**config.mk**
```make
export PLATFORM = sky130hd
export DESIGN_NAME = hch_irq_agg
export DESIGN_NICKNAME = d
export VERILOG_FILES = /design/src/rtl/hch_irq_pkg.sv /design/src/rtl/hch_chan_status.sv /design/src/rtl/hch_irq_summary.sv /design/src/rtl/hch_bus_decode.sv /design/src/rtl/hch_irq_agg.sv
export SDC_FILE = /design/constraint.sdc
export NUM_CORES = 1
export LEC_CHECK = 0
export CORE_MARGIN = 2
export CORE_UTILIZATION = 30
export DETAILED_ROUTE_END_ITERATION = 6
export PLACE_DENSITY = 0.74
export RECOVER_POWER = 50
export SLEW_MARGIN = 20
export SYNTH_ARGS = -nofsm -noshare
export SYNTH_HDL_FRONTEND = slang
export SYNTH_SLANG_ARGS = --single-unit
```
**constraint.sdc**
```tcl
create_clock -name clk -period 2.2 [get_ports clk]
set_input_delay 0.33 -clock clk [delete_from_list [all_inputs] [get_ports clk]]
set_output_delay 0.33 -clock clk [all_outputs]
set_load 0.1 [all_outputs]
```
**src/rtl/hch_irq_pkg.sv**
```systemverilog
// Shared field layout of a host channel status word.
// Assumes an 11-bit word; positions 2 and 6 are unused.
package hch_irq_pkg;
    localparam int STAT_W   = 11;
    localparam int B_XFER   = 0;
    localparam int B_HALT   = 1;
    localparam int B_STALL  = 3;
    localparam int B_NAK    = 4;
    localparam int B_ACK    = 5;
    localparam int B_TXN    = 7;
    localparam int B_BABBLE = 8;
    localparam int B_FRMOVR = 9;
    localparam int B_TOGGLE = 10;
    // Mask of defined positions (bits 2 and 6 clear).
    localparam logic [STAT_W-1:0] DEF_MASK = 11'h7BB;
endpackage

```
**src/rtl/hch_chan_status.sv**
```systemverilog
// One channel's write-one-to-clear status word.
// Assumes event bits arrive already placed in their field positions.
// A set and a clear of the same bit in one cycle resolve to set.
module hch_chan_status
    import hch_irq_pkg::*;
(
    input  logic              clk,
    input  logic              rst_n,
    input  logic [STAT_W-1:0] ev_bits,
    input  logic              wr_hit,
    input  logic [STAT_W-1:0] wr_data,
    output logic [STAT_W-1:0] stat
);
    logic [STAT_W-1:0] clr;
    logic [STAT_W-1:0] set;

    // Derive the clear and set vectors, restricted to defined positions.
    always_comb begin
        clr = wr_hit ? (wr_data & DEF_MASK) : '0;
        set = ev_bits & DEF_MASK;
    end

    // Update the status word: clear first, then set, so that set wins.
    always_ff @(posedge clk) begin
        if (!rst_n) stat <= '0;
        else        stat <= (stat & ~clr) | set;
    end

    // every pulsed bit is set one edge later, even under a clearing write.
    a_r3_event_sets: assert property (@(posedge clk) disable iff (!rst_n)
        (set != '0) |=> ((stat & $past(set)) == $past(set)));

    // with no event present, written ones end up clear.
    a_r5_w1c_clears: assert property (@(posedge clk) disable iff (!rst_n)
        ((clr != '0) && (set == '0)) |=> ((stat & $past(clr)) == '0));

    // with no event present, bits not written with a one keep their value.
    a_r5_zero_keeps: assert property (@(posedge clk) disable iff (!rst_n)
        (set == '0) |=> ((stat & ~$past(clr)) == ($past(stat) & ~$past(clr))));
endmodule

```
**src/rtl/hch_irq_summary.sv**
```systemverilog
// Upper two tiers: a per-channel pending bit and one global bit.
// Both are pure OR reductions of the tier below, so they carry no state.
module hch_irq_summary
    import hch_irq_pkg::*;
#(
    parameter int NCH = 8
) (
    input  logic                        clk,
    input  logic                        rst_n,
    input  logic [NCH-1:0][STAT_W-1:0]  stat_all,
    input  logic [NCH-1:0]              ev_any,
    input  logic                        wr_any,
    output logic [NCH-1:0]              sum,
    output logic                        glob
);
    for (genvar c = 0; c < NCH; c++) begin : g_sum
        // Flag channel c as pending while any of its status bits is set.
        assign sum[c] = |stat_all[c];

        // a channel becomes pending only after an event on that channel.
        a_r8_sum_rises_on_event: assert property (@(posedge clk) disable iff (!rst_n)
            $rose(sum[c]) |-> $past(ev_any[c]));
    end

    // Raise the global bit while any channel is pending.
    assign glob = |sum;

    // the global bit can only fall as the result of a write.
    a_r10_glob_falls_on_write: assert property (@(posedge clk) disable iff (!rst_n)
        $fell(glob) |-> $past(wr_any));
endmodule

```
**src/rtl/hch_bus_decode.sv**
```systemverilog
// Address decode and read-data mux for the register port.
// Assumes NCH does not exceed DATA_W and that the addresses do not overlap.
module hch_bus_decode
    import hch_irq_pkg::*;
#(
    parameter int NCH       = 8,
    parameter int ADDR_W    = 12,
    parameter int DATA_W    = 32,
    parameter int CH_BASE   = 'h508,
    parameter int CH_STRIDE = 'h20,
    parameter int SUM_ADDR  = 'h414,
    parameter int GLB_ADDR  = 'h400
) (
    input  logic                        clk,
    input  logic                        rst_n,
    input  logic [ADDR_W-1:0]           addr,
    input  logic                        wen,
    input  logic [NCH-1:0][STAT_W-1:0]  stat_all,
    input  logic [NCH-1:0]              sum,
    input  logic                        glob,
    output logic [NCH-1:0]              wr_hit,
    output logic [DATA_W-1:0]           rdata
);
    localparam logic [ADDR_W-1:0] SUM_A = ADDR_W'(SUM_ADDR);
    localparam logic [ADDR_W-1:0] GLB_A = ADDR_W'(GLB_ADDR);

    logic [NCH-1:0] ch_hit;

    for (genvar c = 0; c < NCH; c++) begin : g_dec
        localparam logic [ADDR_W-1:0] CH_A = ADDR_W'(CH_BASE + c * CH_STRIDE);
        // Match the address of channel c and gate its write strobe.
        assign ch_hit[c] = (addr == CH_A);
        assign wr_hit[c] = wen & ch_hit[c];
    end

    // Select the read data of whichever register the address names.
    always_comb begin
        rdata = '0;
        for (int c = 0; c < NCH; c++)
            if (ch_hit[c]) rdata[STAT_W-1:0] = stat_all[c];
        if (addr == SUM_A) rdata[NCH-1:0] = sum;
        if (addr == GLB_A) rdata[0] = glob;
    end

    // no address selects more than one channel word.
    a_r2_onehot_select: assert property (@(posedge clk) disable iff (!rst_n)
        $onehot0(ch_hit));

    // reserved positions of a channel word never reach the bus.
    a_r7_reserved_read_zero: assert property (@(posedge clk) disable iff (!rst_n)
        (|ch_hit) |-> ((rdata & ~DATA_W'(DEF_MASK)) == '0));
endmodule

```
**src/rtl/hch_irq_agg.sv**
```systemverilog
// Top of the host channel interrupt aggregator.
// Maps per-type event pulses into per-channel status words, builds the
// summary tiers and serves the register port. Assumes one-cycle pulses.
module hch_irq_agg
    import hch_irq_pkg::*;
#(
    parameter int NCH       = 8,
    parameter int ADDR_W    = 12,
    parameter int DATA_W    = 32,
    parameter int CH_BASE   = 'h508,
    parameter int CH_STRIDE = 'h20,
    parameter int SUM_ADDR  = 'h414,
    parameter int GLB_ADDR  = 'h400
) (
    input  logic              clk,
    input  logic              rst_n,
    input  logic [ADDR_W-1:0] bus_addr,
    input  logic              bus_wen,
    input  logic [DATA_W-1:0] bus_wdata,
    output logic [DATA_W-1:0] bus_rdata,
    input  logic [NCH-1:0]    ev_xfer_done,
    input  logic [NCH-1:0]    ev_halted,
    input  logic [NCH-1:0]    ev_stall,
    input  logic [NCH-1:0]    ev_nak,
    input  logic [NCH-1:0]    ev_ack,
    input  logic [NCH-1:0]    ev_crc_err,
    input  logic [NCH-1:0]    ev_timeout,
    input  logic [NCH-1:0]    ev_stuff_err,
    input  logic [NCH-1:0]    ev_false_eop,
    input  logic [NCH-1:0]    ev_babble,
    input  logic [NCH-1:0]    ev_frm_overrun,
    input  logic [NCH-1:0]    ev_toggle_err,
    output logic              irq
);
    logic [NCH-1:0][STAT_W-1:0] stat_all;
    logic [NCH-1:0]             wr_hit;
    logic [NCH-1:0]             ev_any;
    logic [NCH-1:0]             sum;
    logic                       glob;
    logic                       unused_wdata_hi;

    // Upper write-data bits have no storage behind them.
    assign unused_wdata_hi = ^bus_wdata[DATA_W-1:STAT_W];

    for (genvar c = 0; c < NCH; c++) begin : g_ch
        logic [STAT_W-1:0] evb;

        // Place channel c's pulses in their field positions; four error sources share bit 7.
        always_comb begin
            evb           = '0;
            evb[B_XFER]   = ev_xfer_done[c];
            evb[B_HALT]   = ev_halted[c];
            evb[B_STALL]  = ev_stall[c];
            evb[B_NAK]    = ev_nak[c];
            evb[B_ACK]    = ev_ack[c];
            evb[B_TXN]    = ev_crc_err[c] | ev_timeout[c] | ev_stuff_err[c] | ev_false_eop[c];
            evb[B_BABBLE] = ev_babble[c];
            evb[B_FRMOVR] = ev_frm_overrun[c];
            evb[B_TOGGLE] = ev_toggle_err[c];
        end

        // Flag any event on channel c for the summary checker.
        assign ev_any[c] = |evb;

        hch_chan_status u_stat (
            .clk     (clk),
            .rst_n   (rst_n),
            .ev_bits (evb),
            .wr_hit  (wr_hit[c]),
            .wr_data (bus_wdata[STAT_W-1:0]),
            .stat    (stat_all[c])
        );
    end

    hch_irq_summary #(.NCH(NCH)) u_sum (
        .clk      (clk),
        .rst_n    (rst_n),
        .stat_all (stat_all),
        .ev_any   (ev_any),
        .wr_any   (|wr_hit),
        .sum      (sum),
        .glob     (glob)
    );

    hch_bus_decode #(
        .NCH       (NCH),
        .ADDR_W    (ADDR_W),
        .DATA_W    (DATA_W),
        .CH_BASE   (CH_BASE),
        .CH_STRIDE (CH_STRIDE),
        .SUM_ADDR  (SUM_ADDR),
        .GLB_ADDR  (GLB_ADDR)
    ) u_dec (
        .clk      (clk),
        .rst_n    (rst_n),
        .addr     (bus_addr),
        .wen      (bus_wen),
        .stat_all (stat_all),
        .sum      (sum),
        .glob     (glob),
        .wr_hit   (wr_hit),
        .rdata    (bus_rdata)
    );

    // Drive the interrupt line straight from the global bit.
    assign irq = glob;
endmodule

```
Yosys cells after proc, flatten, opt, wreduce, memory -nomap -nowiden:

Cells that the tools add are included.

* equal/unequal tests: 10
* reduce and logical (&&, ||, !) cells: 9
* mux-type cells: 18
* bitwise logic cells: 56

Operators with widths (number)
* 11-bit 2-to-1 mux: 16
* 12-bit by 11-bit equality test with 1-bit output, second input constant: 10
* 11-bit bitwise AND: 8
* 11-bit NOT: 8
* 11-bit OR: 8
* 11-bit OR reduction: 8
* 88-bit OR reduction: 1
* 1-bit OR: 24
* 1-bit bitwise AND: 8
* 8-bit 2-to-1 mux: 1
* 1-bit 2-to-1 mux: 1

* bits in registers: 88
* logic and storage cells: 101
* bits of input ports: 143
* output and inout bits: 33

Depth between registers and ports, before layout:

* word-level depth: 11
* depth in mapped cells: 8
* gate-level depth less buffers: 6

Hierarchy:

A second synthesis with hierarchy kept.

* cells, all modules: 578
* area total of the unflattened synthesis: 4518.1 um^2

By module, submodules not included
* hch_chan_status: area each 339.1 um^2, cells each 40, sequential area each 180.2 um^2, instances 8
* hch_bus_decode: area each 1238.7 um^2, cells each 187, sequential area each 0.0 um^2, instances 1
* hch_irq_agg: area each 370.4 um^2, cells each 36, sequential area each 0.0 um^2, instances 1
* hch_irq_summary: area each 196.4 um^2, cells each 35, sequential area each 0.0 um^2, instances 1

Least setup slack after synthesis:

OpenSTA, ideal clock, no wires.

* kind: input to output
* from: in bus_addr[6]
* to: out bus_rdata[0]
* data required time: 1.870 ns
* cell stages on the path: 7
* path slack: -2.046 ns
* arrival time: 3.916 ns
* cells stage by stage: buf_6 -> or2_4 -> or3_4 -> or4_4 -> o21ai_2 -> a221oi_1 -> a211oi_1

* cells in the longest elaborated chain, start to end: 11
* elaborated cells on any way between the ends: 20
* those cells by class: eq/ne: 10; mux: 10

Ends and longest elaborated chain
* start, declared: line hch_irq_agg.sv:17 `input logic [ADDR_W-1:0] bus_addr,`
* 12-bit by 11-bit equality test with 1-bit output: line hch_bus_decode.sv:32 `assign ch_hit[c] = (addr == CH_A);`
* 11-bit 2-to-1 mux (8 in series): line hch_bus_decode.sv:40 `if (ch_hit[c]) rdata[STAT_W-1:0] = stat_all[c];`
* 8-bit 2-to-1 mux: line hch_bus_decode.sv:41 `if (addr == SUM_A) rdata[NCH-1:0] = sum;`
* 1-bit 2-to-1 mux *: line hch_bus_decode.sv:42 `if (addr == GLB_A) rdata[0] = glob;`
* end, declared: line hch_irq_agg.sv:20 `output logic [DATA_W-1:0] bus_rdata,`

Every way passes the cells marked *; elsewhere a longest branch is shown, timed or not.

Worst setup path in the final report:

* from: in bus_addr[7]
* to: out bus_rdata[0]

Same word-level chain as after synthesis.

==> flow_metrics.py <==
metrics = {
    "clocking": {
        "htreeDepth": 3,
        "clk_latency_ns": 0.33,
        "cts_buffers": 9,
        "clk_pin_slew_ns": 0.06,
        "cts.sinks": 72,
        "cts_root_buffer": "clkbuf_16",
        "clk_path_buf_depth": 2,
        "cts_tree": "built",
    },
    "synth": {
        "synth_top_family_by_area": "compound AO/OA/AOI/OAI gates",
        "synth_compound_area_share_pct": 32.7,
        "synth_mux_area_share_pct": 1.12,
        "async_reset_ff_share_pct": 0,
        "synthXorXnorAreaFrac_pct": 0,
        "synth_top_area_cell": "dfxtp_1",
        "syn_inst": 475,
        "syn_area_um2": 3910,
        "synth_fa_ha_area_share_pct": 0,
        "syn_avg_cell_area_um2": 8.24,
        "ys_types": 53,
        "yosysMostFrequentCell": "o21a_1",
        "synth-edff-count": 0,
        "synth_top_area_share_pct": 36.8,
        "yosysWarnings": 0,
        "ys_ff_latch": 72,
        "synthSimpleGateAreaFrac_pct": 21.8,
        "netlist_top_cells_count": "76 x o21a_1, 72 x dfxtp_1, 45 x nand2_1",
        "synth_top_flop_cell": "dfxtp_1",
        "yosysSeqAreaShare_pct": 36.8,
        "synth.area.top_cells": "dfxtp_1 37%, o21a_1 15%, nand2_1 4.3%, buf_4 4.0%, nor2b_1 3.7%",
    },
    "pwr": {
        "p_leak_uw": 0.00263,
        "p_per_area_nw_per_um2": 544,
        "totalPowerFinal_uw": 3710,
        "ir_worst_vdd_uv": 289,
    },
    "floorplanning": {
        "core_um2": 12700,
        "ioPinCount": 176,
        "start_util_pct": 30.9,
        "row_count": 41,
        "dieArea_um2": 14000,
        "dieHeight_um": 118,
        "die_w_um": 118,
    },
    "place": {
        "place_area_um2": 6270,
        "portBuffers": 131,
        "place_hpwl_um": 13300,
        "finalWeightedCongestion": 0.972,
    },
    "status": {
        "status": "complete, but fails checks",
        "violations": "negative setup slack",
    },
    "sta": {
        "slew-limit-headroom_pct": 59.8,
        "worstMarginPinSlew_ns": 0.603,
        "drv_slew": 0,
        "timing_hold_violations_final": 0,
        "period_needed_ns": 2.49,
        "finalWorstSetupSlack_ns": -0.293,
        "fmax_ghz": 0.401,
        "finalCritPeriodShare_pct": 113,
        "setup_viol": 12,
        "fin_worst_skew_ns": 0,
        "rsz0062_at_grt": "yes",
    },
    "global_route": {
        "grt_use_total_pct": 23.8,
        "grt_pass1_wl_um": 25600,
        "grt_max_degree": 44,
        "grt_pass1_vias": 4600,
        "antenna_found_initial": 0,
        "grt_overflow": 0,
    },
    "critical_path": {
        "crit_path_end_kind": "primary output",
        "worstPathMaxFanout": 2,
        "worstSetupPathType": "input port to primary output",
        "cp-start-kind": "input port",
        "cp-startpoint": "bus_addr[7]",
        "critical_path_required_ns": 1.87,
        "reg2reg_depth": 3,
        "r2r-end": "g_ch[1].u_stat.stat[8]",
        "crit_end": "bus_rdata[0]",
        "r2r_slack_ns": 1.37,
        "worstPathArrival_ns": 2.16,
        "reg2reg_from": "g_ch[1].u_stat.stat[8]",
    },
    "routing": {
        "route.detailed.drc": 0,
        "via_per_inst": 5.26,
        "ant_nets": 0,
        "first_pass_iters": 6,
        "wl_per_cell_um": 19.5,
        "vias": 4574,
        "drt_iter0_markers": 290,
        "drt_wl_total_um": 16900,
    },
    "final_layout": {
        "reg_top3": "g_ch.u_stat.stat: 72 flops",
        "area_delta_synth_final_pct": 74.4,
        "finalInstanceArea_um2": 6820,
        "post_route_cells_drive_above_1_share_pct": 28.0,
        "largest_reg_flops": 72,
        "nNetsFinal": 834,
        "top_register": "g_ch.u_stat.stat",
    },
    "job": {
        "drv_cap": 0,
    },
    "worst_hold_path": {
        "hold_path_class": "input port to flop",
        "worstHoldStart": "rst_n",
    },
}
==> cells by family (layout without fill, tap and decap cells) <==
logic type / after synthesis / after routing
AOI/OAI and AO/OA: 186 / 186
other: 1 / 22
muxes: 4 / 4
DFF: 72 / 72
buffers and inverters: 53 / 254
and+or+nand+nor: 159 / 159
==> final cells by class <==
cell class                 count  area (um2)
tap                          172         215
timing repair buffer         228        2180
sequential                    72        1450
fill                        1175        5850
inverter                      10        37.5
antenna                        1        2.50
multi-input combinational    370        2650
clock buffer                  10         239
clock inverter                 6        51.3
==> power by group <==
part           internal, uW  leakage (uW)  switching (uW)  total [uW]
clock                   807      0.000140             587        1390
combinational           395       0.00188             422         817
sequential             1400      0.000605             104        1500
==> stage by stage <==
stage	utilization, %	setup WS (ns)	hold WS, ns	TNS, ns	std cells
2_1_floorplan	-	-0.748	0.431	-1.83	495
3_3_place_gp	49.5	-0.650	0.493	-25.80	844
3_5_place_dp	49.5	-0.685	0.504	-28.16	844
4_1_cts	53.2	-0.373	0.459	-2.73	866
5_1_grt	53.8	-0.405	0.498	-3.54	868
6_report	53.8	-0.293	0.458	-2.38	869
==> cell usage in the layout, fill, tap and decap left out, types with 5 or more instances in the layout <==
| master | instances |
|---|---|
| nor2b_1 | 22 |
| clkdlybuf4s50_1 | 106 |
| nor2_1 | 17 |
| conb_1 | 21 |
| nand3_1 | 8 |
| nor3_4 | 5 |
| nand2_1 | 42 |
| nor4_1 | 12 |
| a21boi_0 | 10 |
| buf_12 | 15 |
| o21ai_0 | 15 |
| a21oi_1 | 22 |
| o21a_1 | 76 |
| buf_4 | 75 |
| o22ai_1 | 10 |
| a31oi_1 | 8 |
| buf_6 | 14 |
| a22oi_1 | 6 |
| nor3_1 | 8 |
| buf_2 | 5 |
| inv_1 | 8 |
| clkbuf_1 | 6 |
| a21boi_1 | 5 |
| clkbuf_16 | 9 |
| dfxtp_1 | 68 |
==> worst max-delay path, stage by stage <==
cell,delay [ns]
buf_6,0.09
or2_4,0.26
or3_4,0.34
or4_4,0.43
o21ai_2,0.15
a221oi_2,0.06
a211oi_4,0.28
buf_12,0.21
==> how the worst min path moves through the flow <==
stage | to | cells after the start
detailed placement | g_ch[6].u_stat.stat[7] | 2
finish | g_ch[0].u_stat.stat[5] | 2
CTS | g_ch[0].u_stat.stat[10] | 2
global route | g_ch[1].u_stat.stat[4] | 2
floorplan | g_ch[6].u_stat.stat[10] | 1
global placement | g_ch[6].u_stat.stat[7] | 2
==> metal layers <==
layer,up-vias,wire length (um),track usage [%]
li1,2159,-,-
met1,2178,6850,29.4
met2,204,8440,41.8
met3,33,1180,4.30
met4,0,451,7.30
met5,-,0,0
==> what timing repair did <==
action                     in CTS  in global routing
setup endpoints to repair      32                 12
gates resized for setup        75                 23
buffers inserted                6                  3
pin swaps                      39                 28
hold buffers                    0                  0
No activity file was read; power rests on OpenSTA's default activity.
